`config.mk`:
```
export PLATFORM = sky130hd
export DESIGN_NAME = simd_alu_top
export DESIGN_NICKNAME = d
export VERILOG_FILES = /design/src/rtl/simd_pkg.sv /design/src/rtl/simd_addsub.sv /design/src/rtl/simd_mul.sv /design/src/rtl/simd_alu_top.sv
export SDC_FILE = /design/constraint.sdc
export NUM_CORES = 2
export LEC_CHECK = 0
export CAP_MARGIN = 30
export CELL_PAD_IN_SITES_DETAIL_PLACEMENT = 1
export CELL_PAD_IN_SITES_GLOBAL_PLACEMENT = 1
export CORE_ASPECT_RATIO = 0.6
export CORE_MARGIN = 1
export CORE_UTILIZATION = 30
export CTS_BUF_LIST = sky130_fd_sc_hd__clkbuf_16
export DETAILED_ROUTE_END_ITERATION = 16
export DONT_BUFFER_PORTS = 1
export GPL_ROUTABILITY_DRIVEN = 0
export PLACE_DENSITY = 0.5
export REMOVE_ABC_BUFFERS = 1
export SYNTH_ARGS = -nofsm -noshare
export SYNTH_HDL_FRONTEND = slang
export SYNTH_HIERARCHICAL = 1
export SYNTH_SLANG_ARGS = --single-unit
```
`constraint.sdc`:
```
create_clock -name clk -period 22.2 [get_ports clk]
set_input_delay 4.44 -clock clk [delete_from_list [all_inputs] [get_ports clk]]
set_output_delay 4.44 -clock clk [all_outputs]
set_load 0.1 [all_outputs]
```
`src/rtl/simd_pkg.sv`:
```
package simd_pkg;
  localparam int DW     = 64;
  localparam int BYTE_W = 8;
  localparam int NBYTE  = DW / BYTE_W;
  localparam int MUL_W  = 16;
  localparam int NMUL   = DW / MUL_W;
  localparam int OP_W   = 4;
  localparam int SZ_W   = 2;

  typedef enum logic [OP_W-1:0] {
    OP_ADD   = 4'd0,
    OP_ADDS  = 4'd1,
    OP_SUB   = 4'd2,
    OP_SUBS  = 4'd3,
    OP_MULLO = 4'd4,
    OP_MULHI = 4'd5,
    OP_MADD  = 4'd6,
    OP_AND   = 4'd7,
    OP_OR    = 4'd8
  } op_e;

  localparam logic [SZ_W-1:0] SZ_8  = 2'd0;
  localparam logic [SZ_W-1:0] SZ_16 = 2'd1;
  localparam logic [SZ_W-1:0] SZ_32 = 2'd2;

  // true when byte k is the lowest byte of its lane
  function automatic logic lane_start(input int k, input logic [SZ_W-1:0] sz);
    return (k & ((1 << int'(sz)) - 1)) == 0;
  endfunction

  // index of the highest byte of the lane holding byte k
  function automatic int lane_top(input int k, input logic [SZ_W-1:0] sz);
    return k | ((1 << int'(sz)) - 1);
  endfunction

  function automatic logic signed [2*MUL_W-1:0] smul(input logic [MUL_W-1:0] x,
                                                      input logic [MUL_W-1:0] y);
    return $signed(x) * $signed(y);
  endfunction
endpackage

```
`src/rtl/simd_addsub.sv`:
```
module simd_addsub
  import simd_pkg::*;
(
  input  logic [DW-1:0]   a,
  input  logic [DW-1:0]   b,
  input  logic            sub,
  input  logic            sat,
  input  logic [SZ_W-1:0] size,
  output logic [DW-1:0]   y
);
  logic [NBYTE-1:0]  byte_cin;
  logic [NBYTE-1:0]  byte_cout;
  logic [DW-1:0]     raw_sum;

  for (genvar k = 0; k < NBYTE; k++) begin : g_byte
    logic [BYTE_W-1:0] bop;
    assign bop = sub ? ~b[k*BYTE_W +: BYTE_W] : b[k*BYTE_W +: BYTE_W];
    if (k == 0) begin : g_first
      assign byte_cin[k] = sub;
    end else begin : g_rest
      // lane boundary: drop the lower carry, inject the subtract one
      assign byte_cin[k] = lane_start(k, size) ? sub : byte_cout[k-1];
    end
    assign {byte_cout[k], raw_sum[k*BYTE_W +: BYTE_W]} =
      {1'b0, a[k*BYTE_W +: BYTE_W]} + {1'b0, bop} + {{BYTE_W{1'b0}}, byte_cin[k]};
  end

  always_comb begin
    for (int k = 0; k < NBYTE; k++) begin
      logic lc;
      lc = byte_cout[lane_top(k, size)];
      if (sat && (sub ? !lc : lc))
        y[k*BYTE_W +: BYTE_W] = sub ? '0 : '1;
      else
        y[k*BYTE_W +: BYTE_W] = raw_sum[k*BYTE_W +: BYTE_W];
    end
  end
endmodule

```
`src/rtl/simd_mul.sv`:
```
module simd_mul
  import simd_pkg::*;
(
  input  logic [DW-1:0] a,
  input  logic [DW-1:0] b,
  output logic [DW-1:0] lo,
  output logic [DW-1:0] hi,
  output logic [DW-1:0] madd
);
  localparam int PW = 2 * MUL_W;
  logic signed [PW-1:0] prod [NMUL];

  for (genvar j = 0; j < NMUL; j++) begin : g_lane
    assign prod[j] = smul(a[j*MUL_W +: MUL_W], b[j*MUL_W +: MUL_W]);
    assign lo[j*MUL_W +: MUL_W] = prod[j][MUL_W-1:0];
    assign hi[j*MUL_W +: MUL_W] = prod[j][PW-1:MUL_W];
  end

  for (genvar p = 0; p < NMUL/2; p++) begin : g_pair
    assign madd[p*PW +: PW] = prod[2*p] + prod[2*p+1];
  end
endmodule

```
`src/rtl/simd_alu_top.sv`:
```
module simd_alu_top
  import simd_pkg::*;
(
  input  logic            clk,
  input  logic            rst_n,
  input  logic            in_valid,
  input  logic [OP_W-1:0] in_op,
  input  logic [SZ_W-1:0] in_size,
  input  logic [DW-1:0]   in_a,
  input  logic [DW-1:0]   in_b,
  output logic            out_valid,
  output logic [DW-1:0]   out_result,
  output logic            out_err
);
  logic [DW-1:0] as_y, mul_lo, mul_hi, mul_madd;
  logic [DW-1:0] alu_y;
  logic          as_sub, as_sat, supported, size_ok;

  assign as_sub  = (in_op == OP_SUB)  || (in_op == OP_SUBS);
  assign as_sat  = (in_op == OP_ADDS) || (in_op == OP_SUBS);
  assign size_ok = (in_size != 2'd3);

  simd_addsub u_addsub (
    .a(in_a), .b(in_b), .sub(as_sub), .sat(as_sat), .size(in_size), .y(as_y)
  );

  simd_mul u_mul (
    .a(in_a), .b(in_b), .lo(mul_lo), .hi(mul_hi), .madd(mul_madd)
  );

  always_comb begin
    supported = 1'b0;
    alu_y     = '0;
    case (in_op)
      OP_ADD, OP_ADDS, OP_SUB, OP_SUBS: begin supported = size_ok; alu_y = as_y; end
      OP_MULLO: begin supported = (in_size == SZ_16); alu_y = mul_lo;   end
      OP_MULHI: begin supported = (in_size == SZ_16); alu_y = mul_hi;   end
      OP_MADD:  begin supported = (in_size == SZ_16); alu_y = mul_madd; end
      OP_AND:   begin supported = size_ok; alu_y = in_a & in_b; end
      OP_OR:    begin supported = size_ok; alu_y = in_a | in_b; end
      default:  begin supported = 1'b0; alu_y = '0; end
    endcase
  end

  always_ff @(posedge clk) begin
    if (!rst_n) begin
      out_valid  <= 1'b0;
      out_result <= '0;
      out_err    <= 1'b0;
    end else begin
      out_valid <= in_valid;
      if (in_valid) begin
        out_result <= supported ? alu_y : '0;
        out_err    <= !supported;
      end
    end
  end

  p_valid_latency_r1: assert property (@(posedge clk) disable iff (!rst_n)
    out_valid == $past(in_valid));

  p_hold_idle_r1: assert property (@(posedge clk) disable iff (!rst_n)
    !in_valid |=> $stable(out_result) && $stable(out_err));

  p_sat_add_floor_r3: assert property (@(posedge clk) disable iff (!rst_n)
    in_valid && in_op == OP_ADDS && in_size == SZ_8 |=> out_result[7:0] >= $past(in_a[7:0]));

  p_sat_sub_ceiling_r5: assert property (@(posedge clk) disable iff (!rst_n)
    in_valid && in_op == OP_SUBS && in_size == SZ_8 |=> out_result[7:0] <= $past(in_a[7:0]));

  p_and_subset_r8: assert property (@(posedge clk) disable iff (!rst_n)
    in_valid && in_op == OP_AND && in_size != 2'd3 |=> (out_result & ~$past(in_a)) == '0);

  p_err_zero_r9: assert property (@(posedge clk) disable iff (!rst_n)
    out_valid && out_err |-> out_result == '0);
endmodule

```
After elaboration in Yosys (flattened, before gate mapping). Cells that the tools add are included.

Register bits after elaboration: 66. Input port bits: 137. Output and inout bits: 66. Logic and storage cells: 143.

$add $sub $neg: 19. $mul: 4. $lt $le $gt $ge: 8. Equality and inequality tests: 10. Shift operators: 1. Multiplexer cells: 58. Bitwise operators: 10. Reductions and logical operators: 30.

Operators by type and width (count): case mux 64 bit (6 select lines) (1); < comparator 32 x 5 -> 1 bit (second input constant) (8); zero test 32 bit (7); two-way mux 8 bit (17); multiplier 16 x 16 -> 32 bit (4); adder 8 x 8 -> 9 bit (8); adder 9 x 1 -> 9 bit (8); adder 32 bit (2); bitwise AND 64 bit (1); two-way mux 64 bit (1); NOT 8 bit (8); bitwise OR 64 bit (1); two-way mux 1 bit (34); left shift 1 x 2 -> 32 bit (first input constant) (1); subtractor 32 x 2 -> 32 bit (second input constant) (1); equality test 4 x 3 -> 1 bit (second input constant) (4); zero test 1 bit (9); equality test 4 x 2 -> 1 bit (second input constant) (2); logical AND 1 bit (8); binary-select mux 1 bit (select 2 bit) (3); OR reduction 6 bit (1); equality test 4 x 1 -> 1 bit (second input constant) (1); equality test 4 bit (second input constant) (1); zero test 4 bit (1); other kinds (7) (8).

Longest topological paths before layout.
Depth in word-level cells: 28. Mapped depth: 65.

Hierarchy. Netlist, hierarchy kept.

By module, submodules not included: simd_mul (times used 1, cells an instance 4788, area each 42445.7 um2, sequential area each 0.0 um2); simd_alu_top (times used 1, cells an instance 802, area each 5851.9 um2, sequential area each 1321.3 um2); simd_addsub (times used 1, cells an instance 557, area each 4136.5 um2, sequential area each 0.0 um2).

Least setup slack after synthesis. OpenSTA, ideal clock, no wires.

Path kind: input to register. From: input port in_op[2]. To: register out_result[19]. Arrival: 18.411 ns. Required time: 22.081 ns. Path slack: 3.670 ns. Cell stages on the path: 64. Path through: buf_2 clkbuf_1 nor2_1 and2_1 clkbuf_1 clkbuf_1 buf_1 xor2_1 ha_1 o211ai_1 a211oi_1 o41ai_1 fa_1 fa_1 nand2b_1 a211oi_1 or4_1 o21ai_0 [28 not listed] fa_1 nor2b_1 o21ai_0 a211oi_1 o31ai_1 fa_1 fa_1 nand2b_1 a211oi_2 nor4_2 a221oi_2 xnor2_1 nand2_2 mux2_2 nor2b_1 a21oi_1 nor2_1 o221a_1.

Word-level cells in the longest chain between the ends: 28. Elaborated cells between the ends (all ways): 56. Those cells by class: add/sub: 16; eq/ne: 8; mux: 24; reduce/logical: 8.

Ends and longest elaborated chain: from (decl) (line simd_alu_top.sv:7) `input logic [OP_W-1:0] in_op,`; equality test 4 x 2 -> 1 bit (line simd_alu_top.sv:19) `assign as_sub = (in_op == OP_SUB) || (in_op == OP_SUBS);`; logical OR 1 bit * (line simd_alu_top.sv:19); net as_sub (line simd_alu_top.sv:17) `logic as_sub, as_sat, supported, size_ok;`; two-way mux 8 bit (line simd_addsub.sv:17) `assign bop = sub ? ~b[k*BYTE_W +: BYTE_W] : b[k*BYTE_W +: BYTE_W];`; adder 8 x 8 -> 9 bit (line simd_addsub.sv:25) `{1'b0, a[k*BYTE_W +: BYTE_W]} + {1'b0, bop} + {{BYTE_W{1'b0}}, byte_cin[k]};`; adder 9 x 1 -> 9 bit (line simd_addsub.sv:25); two-way mux 1 bit (line simd_addsub.sv:22) `assign byte_cin[k] = lane_start(k, size) ? sub : byte_cout[k-1];`; adder 9 x 1 -> 9 bit (line simd_addsub.sv:25); [13 not listed]; two-way mux 1 bit (not written as such) (2 in a row) (line simd_addsub.sv:31) `lc = byte_cout[lane_top(k, size)];`; zero test 1 bit (line simd_addsub.sv:32) `if (sat && (sub ? !lc : lc))`; two-way mux 1 bit (line simd_addsub.sv:32); logical AND 1 bit (line simd_addsub.sv:32); two-way mux 8 bit * (line simd_addsub.sv:32); net as_y[19] (line simd_alu_top.sv:15) `logic [DW-1:0] as_y, mul_lo, mul_hi, mul_madd;`; case mux 64 bit (6 select lines) * (line simd_alu_top.sv:34) `case (in_op)`; two-way mux 64 bit * (line simd_alu_top.sv:53) `out_result <= supported ? alu_y : '0;`; to (signal assigned) (line simd_alu_top.sv:53); to (decl) (line simd_alu_top.sv:12) `output logic [DW-1:0] out_result,`.

Mark *: on every way through the listed nets, which the timed path passes. The rest lies on a longest branch. The select of a mux whose other input is x is not followed. A chain may end at the register's enable or synchronous reset.

Final worst setup path. Same ends and word-level chain as after synthesis.

==> results_dict.tcl <==
set metrics [dict create \
    hpwlAfterDp_mm 164 \
    worst_skew_pair.late_latency_ns 0.41 \
    layout.cells.most_common "inv_1" \
    yosys_register_bits 66 \
    min_period_ns 20.30 \
    vias 42000 \
    slew_violations 0 \
    io_buffers 0 \
    seq_area_frac_synth_pct 2.52 \
    path_max_fanout 99 \
    core-area_um2 173000 \
    yosys_most_used_dff "dfxtp_1" \
    max_cap_violations 0 \
    io_pins 203 \
    grt_pass1_wl_mm 307 \
    ys_types 98 \
    layout-drive-gt1-share_pct 2.52 \
    drt-initial-drc-count 2571 \
    holdCritPathClass "flip-flop to flip-flop" \
    grt_max_degree 100 \
    cts-hold-fix-buffers 0 \
    crit_family "adder cells" \
    post_cts_buffers 0 \
    synth_edf_count 0 \
    period_share_pct 91.4 \
    cts-resized-gates 0 \
    final_cell_mix "1,312 x inv_1, 1,065 x fa_1, 571 x nand2_1" \
    critPathArrivalTime_ns 20.59 \
    synth_area_um2 52400 \
    die_area_um2 177000 \
    path_buf_inv 2 \
    cpPeakStageDelay_ns 0.52 \
    yosysWarnings 6 \
    tightest_slew_ns 1.04 \
    path_clk_slew_ns 0.08 \
    drc 0 \
    cp_common_cell "fa_1" \
    cts.path.max_buffers 2 \
    die_w_um 542 \
    crit_required_ns 22.49 \
    fin_worst_skew_ns 0 \
    die_h_um 326 \
    cts_sinks 66 \
    track_usage_pct 23.2 \
    synthArstFlopShare_pct 0 \
    fmax_ghz 0.0493 \
    grt_overflow 0 \
    status "completed" \
    syn2layout_area_growth_pct 6.79 \
    grt_pass1_vias 45800 \
    r2r_slack_ns 20.38 \
    cts_root_buf "clkbuf_16" \
    tns_ns 0 \
    synth_cells 6147 \
    start_util_pct 30.3 \
    finalHoldViolations 0 \
    critPathKind "input port to flip-flop" \
    critPathSlowestCell "a211oi_1" \
    avgSynthCellArea_um2 8.53 \
    setup_violations 0 \
    detail_route.first_pass.iterations 5 \
    cts_buffers 9 \
    htreeDepth 3 \
    fin_nets 7645 \
    relSlewSlack_pct 30.3 \
    wl_per_cell_um 24.4 \
    grt_antenna_before_repair 2 \
    rsz0062_at_grt "false" \
    ant_nets 0 \
    drt_wl_total_mm 204 \
    cp-end-kind "flip-flop" \
    viasPerCell 5.03 \
    cp-start-kind "input port" \
    cts_tree "yes" \
    rows 118 \
]
worst min-delay path, stage by stage, from the launching register on:
cell and delay [ns]:
dfxtp_1 0.37, nand3_1 0.10, o21ai_1 0.06
sequential cells by signal, indices dropped and copies added, names as in the netlist:
register and count:
out_result 64, out_err 1, out_valid 1
worst paths after layout:
path	cells after the start	end	startpoint
hold reg to reg	2	out_result[31]	out_result[31]
hold / removal	2	out_result[31]	out_result[31]
setup / recovery	58	out_result[19]	in_op[2]
setup reg to reg	5	out_result[3]	out_result[3]
metrics by stage:
stage          worst slack (ns)  cell area (um2)  utilization, %  cells  hold slack [ns]
3_5_place_dp               1.72            55700            32.2   8324            0.547
2_1_floorplan              1.21            51500               -   5907            0.931
3_3_place_gp               1.98            54800            31.7   8291            0.705
4_1_cts                    2.08            55900            32.3   8340            0.560
6_report                   1.90            56000            32.4   8345            0.566
5_1_grt                    1.20            56000            32.4   8343            0.587
cell families after synthesis:
logic type	Yosys count	synth area share (%)
AOI/OAI and AO/OA	963	12.3
xor gates and xnor gates	311	5.24
adders and majority gates	1511	51.3
buffers and inverters	1554	11.3
DFF	66	2.52
muxes	39	0.773
and+or+nand+nor	1703	16.6
cell usage after synthesis (43+ instances only):
cell      number  share of area [%]
xnor2_1      183                3.1
o221ai_1      52               0.87
a22oi_1       52               0.74
o221a_1       57                1.2
nor2_1       223                1.6
xor2_1       126                2.1
nand2b_1      84                1.0
nor2b_1      144                1.7
a21o_1        69               0.99
clkbuf_1     190                1.4
inv_1       1312                9.4
a211oi_1      43               0.62
nand2_1      571                4.1
fa_1        1065                 41
o21ai_0      147                1.4
ha_1         445                 11
dfxtp_1       66                2.5
a21oi_1      337                3.2
and2_1       505                6.0
per-layer routing:
metal | global-route usage, % | vias up | part of all wire, % | wire, um
li1 | - | 18900 | - | -
met1 | 38.2 | 22100 | 55 | 112000
met2 | 32.0 | 939 | 39 | 79100
met3 | 3.35 | 97 | 5.4 | 11000
met4 | 2.41 | 2 | 0.84 | 1710
met5 | 0 | - | 0.0064 | 13
cell type report:
cell class | count | area, um2
fillers | 20400 | 117000
well taps | 2340 | 2930
inverters | 1314 | 4930
flip-flops and latches | 66 | 1320
clock buffers | 9 | 225
diodes | 2 | 5.00
clock inverters | 7 | 53.8
repair buffers | 80 | 1280
multi-input cells | 4527 | 45200
Power is left out: the tool's default activity adds up to more than one toggle a clock period on the data nets, which glitch-free logic cannot reach.
